==> config.mk <==
export PLATFORM = sky130hd
export DESIGN_NAME = duty_clk_div
export DESIGN_NICKNAME = d
export VERILOG_FILES = /design/src/rtl/dcdiv_pkg.sv /design/src/rtl/dcdiv_cfg.sv /design/src/rtl/dcdiv_seq.sv /design/src/rtl/dcdiv_edge.sv /design/src/rtl/duty_clk_div.sv
export SDC_FILE = /design/constraint.sdc
export NUM_CORES = 1
export LEC_CHECK = 0
export BUFFER_PORTS_ARGS = -buffer_cell sky130_fd_sc_hd__buf_2
export CAP_MARGIN = 20
export CORE_AREA = 10 10 85 87
export DETAILED_ROUTE_END_ITERATION = 10
export DIE_AREA = 0 0 95 97
export PLACE_DENSITY = 0.83
export SLEW_MARGIN = 20
export SYNTH_ARGS = -nofsm -noshare
export SYNTH_HDL_FRONTEND = slang
export SYNTH_SLANG_ARGS = --single-unit
==> constraint.sdc <==
create_clock -name clk_in -period 7.95 [get_ports clk_in]
set_input_delay 0.795 -clock clk_in [delete_from_list [all_inputs] [get_ports clk_in]]
set_output_delay 0.795 -clock clk_in [all_outputs]
set_load 0.005 [all_outputs]
==> src/rtl/dcdiv_pkg.sv <==
package dcdiv_pkg;

    // Period sequencer states.
    typedef enum logic [1:0] {
        SQ_IDLE       = 2'd0,
        SQ_HIGH_START = 2'd1,
        SQ_LOW_START  = 2'd2
    } seq_st_t;

    // Configuration holder states.
    typedef enum logic {
        CF_STEADY  = 1'b0,
        CF_PENDING = 1'b1
    } cfg_st_t;

endpackage

==> src/rtl/dcdiv_cfg.sv <==
module dcdiv_cfg
    import dcdiv_pkg::*;
#(
    parameter int CNT_W    = 8,
    parameter int DEF_DIV  = 4,
    parameter int DEF_HIGH = 4
) (
    input  logic             clk,
    input  logic             rst_n,
    input  logic             load,
    input  logic [CNT_W-1:0] div_in,
    input  logic [CNT_W:0]   high_in,
    input  logic             fb_in,
    input  logic             wrap,
    output logic [CNT_W-1:0] cur_c,
    output logic [CNT_W:0]   cur_h,
    output logic [CNT_W:0]   nxt_h,
    output logic             cfg_err
);
    localparam int HW = CNT_W + 1;

    cfg_st_t          st_q, st_nx;
    logic [CNT_W-1:0] pend_c;
    logic [HW-1:0]    pend_h;
    logic [HW-1:0]    h_req;
    logic [HW-1:0]    h_max;
    logic             legal;

    // Legality of the setting on the inputs.
    always_comb begin
        h_req = fb_in ? {1'b0, div_in} : high_in;
        h_max = (div_in == CNT_W'(1)) ? HW'(1) : ({div_in, 1'b0} - HW'(2));
        legal = (div_in != '0) && (h_req != '0) && (h_req <= h_max);
    end

    // Holder transitions.
    always_comb begin
        st_nx = st_q;
        unique case (st_q)
            CF_STEADY: begin
                if (load && legal) st_nx = CF_PENDING;
            end
            CF_PENDING: begin
                if (load && legal) st_nx = CF_PENDING;
                else if (wrap)     st_nx = CF_STEADY;
            end
            default: st_nx = CF_STEADY;
        endcase
    end

    always_ff @(posedge clk or negedge rst_n) begin
        if (!rst_n) st_q <= CF_STEADY;
        else        st_q <= st_nx;
    end

    // Pending slot, active configuration and error flag.
    always_ff @(posedge clk or negedge rst_n) begin
        if (!rst_n) begin
            cur_c   <= CNT_W'(DEF_DIV);
            cur_h   <= HW'(DEF_HIGH);
            pend_c  <= CNT_W'(DEF_DIV);
            pend_h  <= HW'(DEF_HIGH);
            cfg_err <= 1'b0;
        end else begin
            if (wrap && (st_q == CF_PENDING)) begin
                cur_c <= pend_c;
                cur_h <= pend_h;
            end
            if (load) begin
                if (legal) begin
                    pend_c  <= div_in;
                    pend_h  <= h_req;
                    cfg_err <= 1'b0;
                end else begin
                    cfg_err <= 1'b1;
                end
            end
        end
    end

    // High time the next period will use.
    always_comb begin
        nxt_h = (st_q == CF_PENDING) ? pend_h : cur_h;
    end

endmodule

==> src/rtl/dcdiv_seq.sv <==
module dcdiv_seq
    import dcdiv_pkg::*;
#(
    parameter int CNT_W = 8
) (
    input  logic             clk,
    input  logic             rst_n,
    input  logic [CNT_W-1:0] cur_c,
    input  logic [CNT_W:0]   cur_h,
    input  logic [CNT_W:0]   nxt_h,
    output seq_st_t          state,
    output logic [CNT_W-1:0] cyc,
    output logic             wrap,
    output logic             rise_want,
    output logic             fall_want
);
    localparam int HW = CNT_W + 1;

    seq_st_t          st_nx;
    logic [CNT_W-1:0] cyc_nx;
    logic [HW-1:0]    h_eff;
    logic             first_high;

    // Period start and cycle index.
    always_comb begin
        wrap       = (state == SQ_IDLE) || (cyc >= (cur_c - CNT_W'(1)));
        cyc_nx     = wrap ? '0 : (cyc + CNT_W'(1));
        h_eff      = wrap ? nxt_h : cur_h;
        first_high = ({cyc_nx, 1'b0} < h_eff);
    end

    // Sequencer transitions.
    always_comb begin
        st_nx = state;
        unique case (state)
            SQ_IDLE:       st_nx = SQ_HIGH_START;
            SQ_HIGH_START: st_nx = first_high ? SQ_HIGH_START : SQ_LOW_START;
            SQ_LOW_START:  st_nx = wrap ? SQ_HIGH_START : SQ_LOW_START;
            default:       st_nx = SQ_IDLE;
        endcase
    end

    always_ff @(posedge clk or negedge rst_n) begin
        if (!rst_n) begin
            state <= SQ_IDLE;
            cyc   <= '0;
        end else begin
            state <= st_nx;
            cyc   <= cyc_nx;
        end
    end

    // Outputs: level wanted for each half of the input cycle.
    always_comb begin
        rise_want = (st_nx == SQ_HIGH_START);
        fall_want = (state != SQ_IDLE) && ({cyc, 1'b1} < cur_h);
    end

endmodule

==> src/rtl/dcdiv_edge.sv <==
module dcdiv_edge (
    input  logic clk,
    input  logic rst_n,
    input  logic rise_want,
    input  logic fall_want,
    output logic out
);
    logic p_q;
    logic n_q;

    always_ff @(posedge clk or negedge rst_n) begin
        if (!rst_n) p_q <= 1'b0;
        else        p_q <= rise_want ^ n_q;
    end

    always_ff @(negedge clk or negedge rst_n) begin
        if (!rst_n) n_q <= 1'b0;
        else        n_q <= fall_want ^ p_q;
    end

    assign out = p_q ^ n_q;

endmodule

==> src/rtl/duty_clk_div.sv <==
module duty_clk_div
    import dcdiv_pkg::*;
#(
    parameter int CNT_W    = 8,
    parameter int DEF_DIV  = 4,
    parameter int DEF_HIGH = 4
) (
    input  logic             clk_in,
    input  logic             rst_n,
    input  logic [CNT_W-1:0] div_count,
    input  logic [CNT_W:0]   high_halves,
    input  logic             fb_mode,
    input  logic             cfg_load,
    output logic             clk_out,
    output logic             cfg_err
);
    seq_st_t          state;
    logic [CNT_W-1:0] cyc;
    logic             wrap;
    logic [CNT_W-1:0] cur_c;
    logic [CNT_W:0]   cur_h;
    logic [CNT_W:0]   nxt_h;
    logic             rise_want;
    logic             fall_want;

    dcdiv_cfg #(.CNT_W(CNT_W), .DEF_DIV(DEF_DIV), .DEF_HIGH(DEF_HIGH)) u_cfg (
        .clk     (clk_in),
        .rst_n   (rst_n),
        .load    (cfg_load),
        .div_in  (div_count),
        .high_in (high_halves),
        .fb_in   (fb_mode),
        .wrap    (wrap),
        .cur_c   (cur_c),
        .cur_h   (cur_h),
        .nxt_h   (nxt_h),
        .cfg_err (cfg_err)
    );

    dcdiv_seq #(.CNT_W(CNT_W)) u_seq (
        .clk       (clk_in),
        .rst_n     (rst_n),
        .cur_c     (cur_c),
        .cur_h     (cur_h),
        .nxt_h     (nxt_h),
        .state     (state),
        .cyc       (cyc),
        .wrap      (wrap),
        .rise_want (rise_want),
        .fall_want (fall_want)
    );

    dcdiv_edge u_edge (
        .clk       (clk_in),
        .rst_n     (rst_n),
        .rise_want (rise_want),
        .fall_want (fall_want),
        .out       (clk_out)
    );

endmodule

## Yosys cells after proc, flatten, opt, wreduce, memory -nomap -nowiden

Cells that the tools add are included.

- Register bits after elaboration: 48
- Input bits: 21
- Output and inout port bits: 2
- Word-level logic and storage cells: 49

- Add/sub/neg operators: 3
- Order comparisons: 4
- Equality and inequality tests: 4
- Mux-type cells: 13
- Bitwise operators: 4
- Reductions and logical operators: 11

Operators with widths:

| cell | count |
|---|---|
| $mux 9 | 4 |
| $lt 9x9->1 | 2 |
| $le 9x9->1 | 1 |
| $reduce_bool 9->1 | 1 |
| $sub 9x2->9 const B | 1 |
| $add 8x1->8 const B | 1 |
| $eq 8x1->1 const B | 1 |
| $ge 8x8->1 | 1 |
| $mux 8 | 1 |
| $reduce_bool 8->1 | 1 |
| $sub 8x1->8 const B | 1 |
| $pmux 2 s3 | 1 |
| $logic_and 1x1->1 | 5 |
| $eq 2x1->1 const B | 2 |
| $mux 1 | 4 |
| $mux 2 | 2 |
| $xor 1x1->1 | 3 |
| $eq 2x2->1 const B | 1 |
| $logic_not 2->1 | 1 |
| $pmux 1 s2 | 1 |
| $reduce_and 2->1 | 1 |
| $reduce_bool 2->1 | 1 |
| $logic_or 1x1->1 | 1 |
| $not 1->1 | 1 |

## Longest topological paths before layout

- Word-level depth: 9
- Depth in mapped cells: 20
- Depth with buffers taken out: 19

## Hierarchy

Synthesis repeated with hierarchy kept, for this count alone.

- Cells, all modules: 307
- Area total of the unflattened synthesis: 3255.6 µm²

By module, submodules not included:

| module | instances | cells each | area each (µm²) | seq. area each (µm²) |
|---|---|---|---|---|
| dcdiv_cfg | 1 | 155 | 1991.9 | 905.9 |
| dcdiv_seq | 1 | 147 | 1187.4 | 250.2 |
| dcdiv_edge | 1 | 5 | 76.3 | 50.0 |

==> reports/results.txt <==
Top cells by area, synth -> dfrtp_1 (30%), ha_1 (13%), nand4_1 (5.1%)
Cts bufs inserted -> 5
WP data required -> 4120 ps
Arr. time, crit path -> 2220 ps
Max Slew Vio Count -> 0
Top cell type's share of synthesized area -> 30.3%
Final instance area -> 3810 um^2
Worst Skew -> 9.88 ps
Layout area overhead -> 7.48%
Via count -> 2993
Hold Path Cell Cnt -> 1
Clock sink count -> 48
Final net count -> 462
Core area -> 5470 um^2
Vias in the first global route -> 2960
Worst-Margin Slew -> 1090 ps
I/O pin total -> 23
#FFs+latches synth -> 48
Setup TNS -> 0 ps
DRT Wirelength -> 8130 um
Worst setup margin -> 1900 ps
Fin. Hold Viols -> 0
Synth Area per Inst -> 9.12 um^2
DRC viols -> 0
CP startpoint kind -> flip-flop
Overflow after GRT -> 0
Async SR Flop Fraction -> 100%
Mapped Cells -> 389
Fraction of layout cells with a size suffix above 1 -> 16.5%
Mapped Area -> 3550 um^2
Routed Antenna Nets -> 0
GP Congestion -> 0.863
Post-CTS Setup Inserts -> 0
Leakage power -> 1.68 nW
Cts repair resizes -> 0
Worst-path clk slew -> 80 ps
First-pass DRT Iterations -> 4
Initial antenna violation count -> 0
Final cell count without fillers -> 477
Seq/Total Area, Yosys -> 34.0%
Largest net degree at the start of global routing -> 49
Worst Setup End Kind -> flip-flop
Starting DRT DRC Count -> 224
Clock root buffer -> clkbuf_8
Core Rows -> 27
Total of max-cap violations -> 0
Cell Pwr Density -> 316 nW/um^2
Die area -> 9220 um^2
Gr usage total -> 18.1%
Top_reg_cell synth -> dfrtp_1
Dpl ws -> 1910 ps
Antenna diodes -> 0
Status -> completed
First-pass GRT wire length -> 14000 um
Clock Latency Late Sink -> 300 ps
Setup CP Type -> flip-flop to flip-flop
Cell taking the most area after synthesis -> dfrtp_1
H-tree depth -> 2
Post-CTS Hold Buffers -> 0
CTS tree -> yes
Area after DPL -> 3710 um^2
Post-synth EDFFs -> 0
Hold Crit Class -> flip-flop to flip-flop
Total power -> 1.21 mW
Syn Nets -> 447
RSZ-0062 raised after global routing -> no
Detailed-placement wirelength estimate -> 6130 um
Starting Density -> 64.8%
Synth warn -> 0
Die W -> 95 um
Post-synth cell types -> 51
Cells on worst reg2reg path -> 7
Maximum clock path buffer count -> 2
Hold Slack -> 512 ps
Die Height -> 97 um
Slew margin rel. -> 26.6%
Vias per inst -> 6.27
Synth cell count leaders -> dfrtp_1 (43), ha_1 (37), nand3_1 (30)
Placed Cells -> 469
IO buf count -> 22
Most frequent cell after synthesis -> dfrtp_1
Wire length per cell -> 17.0 um
# setup viols final -> 0
CP max FO -> 2
Worst VDD drop -> 218 uV
Final Util -> 69.6%
==> layer usage <==
layer | vias to the layer above | wire, um | GRT usage [%]
li1 | 1471 | - | -
met1 | 1423 | 3790 | 24.9
met2 | 78 | 3840 | 27.7
met3 | 21 | 332 | 3.47
met4 | 0 | 170 | 5.61
met5 | - | 0 | 0
==> placed cells by master (no fill, tap or decap), types with 2 or more instances in the layout <==
| cell | Yosys | final |
|---|---|---|
| a21oi_1 | 9 | 9 |
| a31oi_1 | 8 | 8 |
| xor2_1 | 10 | 10 |
| xnor2_1 | 9 | 9 |
| nor4_2 | 1 | 2 |
| ha_1 | 37 | 37 |
| buf_4 | 0 | 6 |
| dfrtp_1 | 43 | 43 |
| o21ai_0 | 21 | 21 |
| nor2b_1 | 2 | 2 |
| o21ai_1 | 2 | 2 |
| nand2_1 | 27 | 27 |
| clkinvlp_4 | 0 | 2 |
| nand2b_1 | 2 | 2 |
| clkbuf_8 | 0 | 6 |
| nor3_1 | 10 | 10 |
| o211ai_1 | 17 | 17 |
| and3_1 | 2 | 2 |
| inv_1 | 24 | 24 |
| mux2i_1 | 3 | 3 |
| nand3_1 | 30 | 30 |
| a21o_1 | 4 | 4 |
| o21a_1 | 11 | 11 |
| a211o_1 | 3 | 3 |
| nor2_1 | 19 | 19 |
| mux2_2 | 15 | 15 |
| nand4_1 | 29 | 29 |
| a211oi_1 | 3 | 3 |
| dfstp_2 | 4 | 4 |
| buf_2 | 7 | 22 |
| nor4_1 | 3 | 2 |
==> area by class of cell <==
cell class,instances,area [um^2]
tap,72,90.1
inverter,25,93.8
clock buffer,6,82.6
multi-input combinational,296,2170
fill,453,1660
clock inverter,2,15.0
sequential,48,1210
timing repair buffer,28,155
==> path summary, 6_finish.rpt <==
path | startpoint | to | slack, ps
worst max-delay path | u_cfg.cur_h[2]$_DFFE_PN1P_ | u_edge.n_q$_DFF_NN0_ | 1900
worst min-delay path | u_cfg.cur_h[0]$_DFFE_PN0P_ | u_cfg.cur_h[0]$_DFFE_PN0P_ | 510
worst max register to register | u_cfg.cur_h[2]$_DFFE_PN1P_ | u_edge.n_q$_DFF_NN0_ | 1900
worst min register to register | u_cfg.cur_h[0]$_DFFE_PN0P_ | u_cfg.cur_h[0]$_DFFE_PN0P_ | 510
max in group asynchronous | rst_n | u_edge.n_q$_DFF_NN0_ | 3090
min in group asynchronous | rst_n | u_cfg.cur_h[8]$_DFFE_PN0P_ | 580
==> kinds of logic (layout without fill, tap and decap cells) <==
kind of cell / Yosys count / after routing / share of synthesized area, %
AO/OA/AOI/OAI: 89 / 89 / 18.4
XOR/XNOR: 19 / 19 / 4.69
adder cells (fa/ha/maj): 37 / 37 / 13.1
buffers and inverters: 45 / 61 / 5.01
flip-flops: 48 / 48 / 34.0
multiplexers: 18 / 18 / 5.61
AND/OR/NAND/NOR: 133 / 133 / 19.2
==> critical path: stages (launching register included) <==
cell      delay [ps]
dfstp_2          520
inv_1             50
ha_1             270
a21o_1           160
a21o_1           170
a211oi_1         300
nor3_1           100
or3b_1           360
==> where the power goes <==
group / switching, mW / internal (mW)
Sequential: 0.0732 / 0.337
Clock: 0.0838 / 0.0705
Combinational: 0.353 / 0.288
==> state kept, by name, indices dropped and copies added, names as in the netlist <==
register	cells
u_cfg.cfg_err	1
u_cfg.cur_c	8
u_cfg.cur_h	9
u_cfg.pend_c	8
u_cfg.pend_h	9
u_cfg.st_q	1
u_edge.n_q	1
u_edge.p_q	1
u_seq.cyc	8
u_seq.state	2
Power figures use the tool's default switching activity.
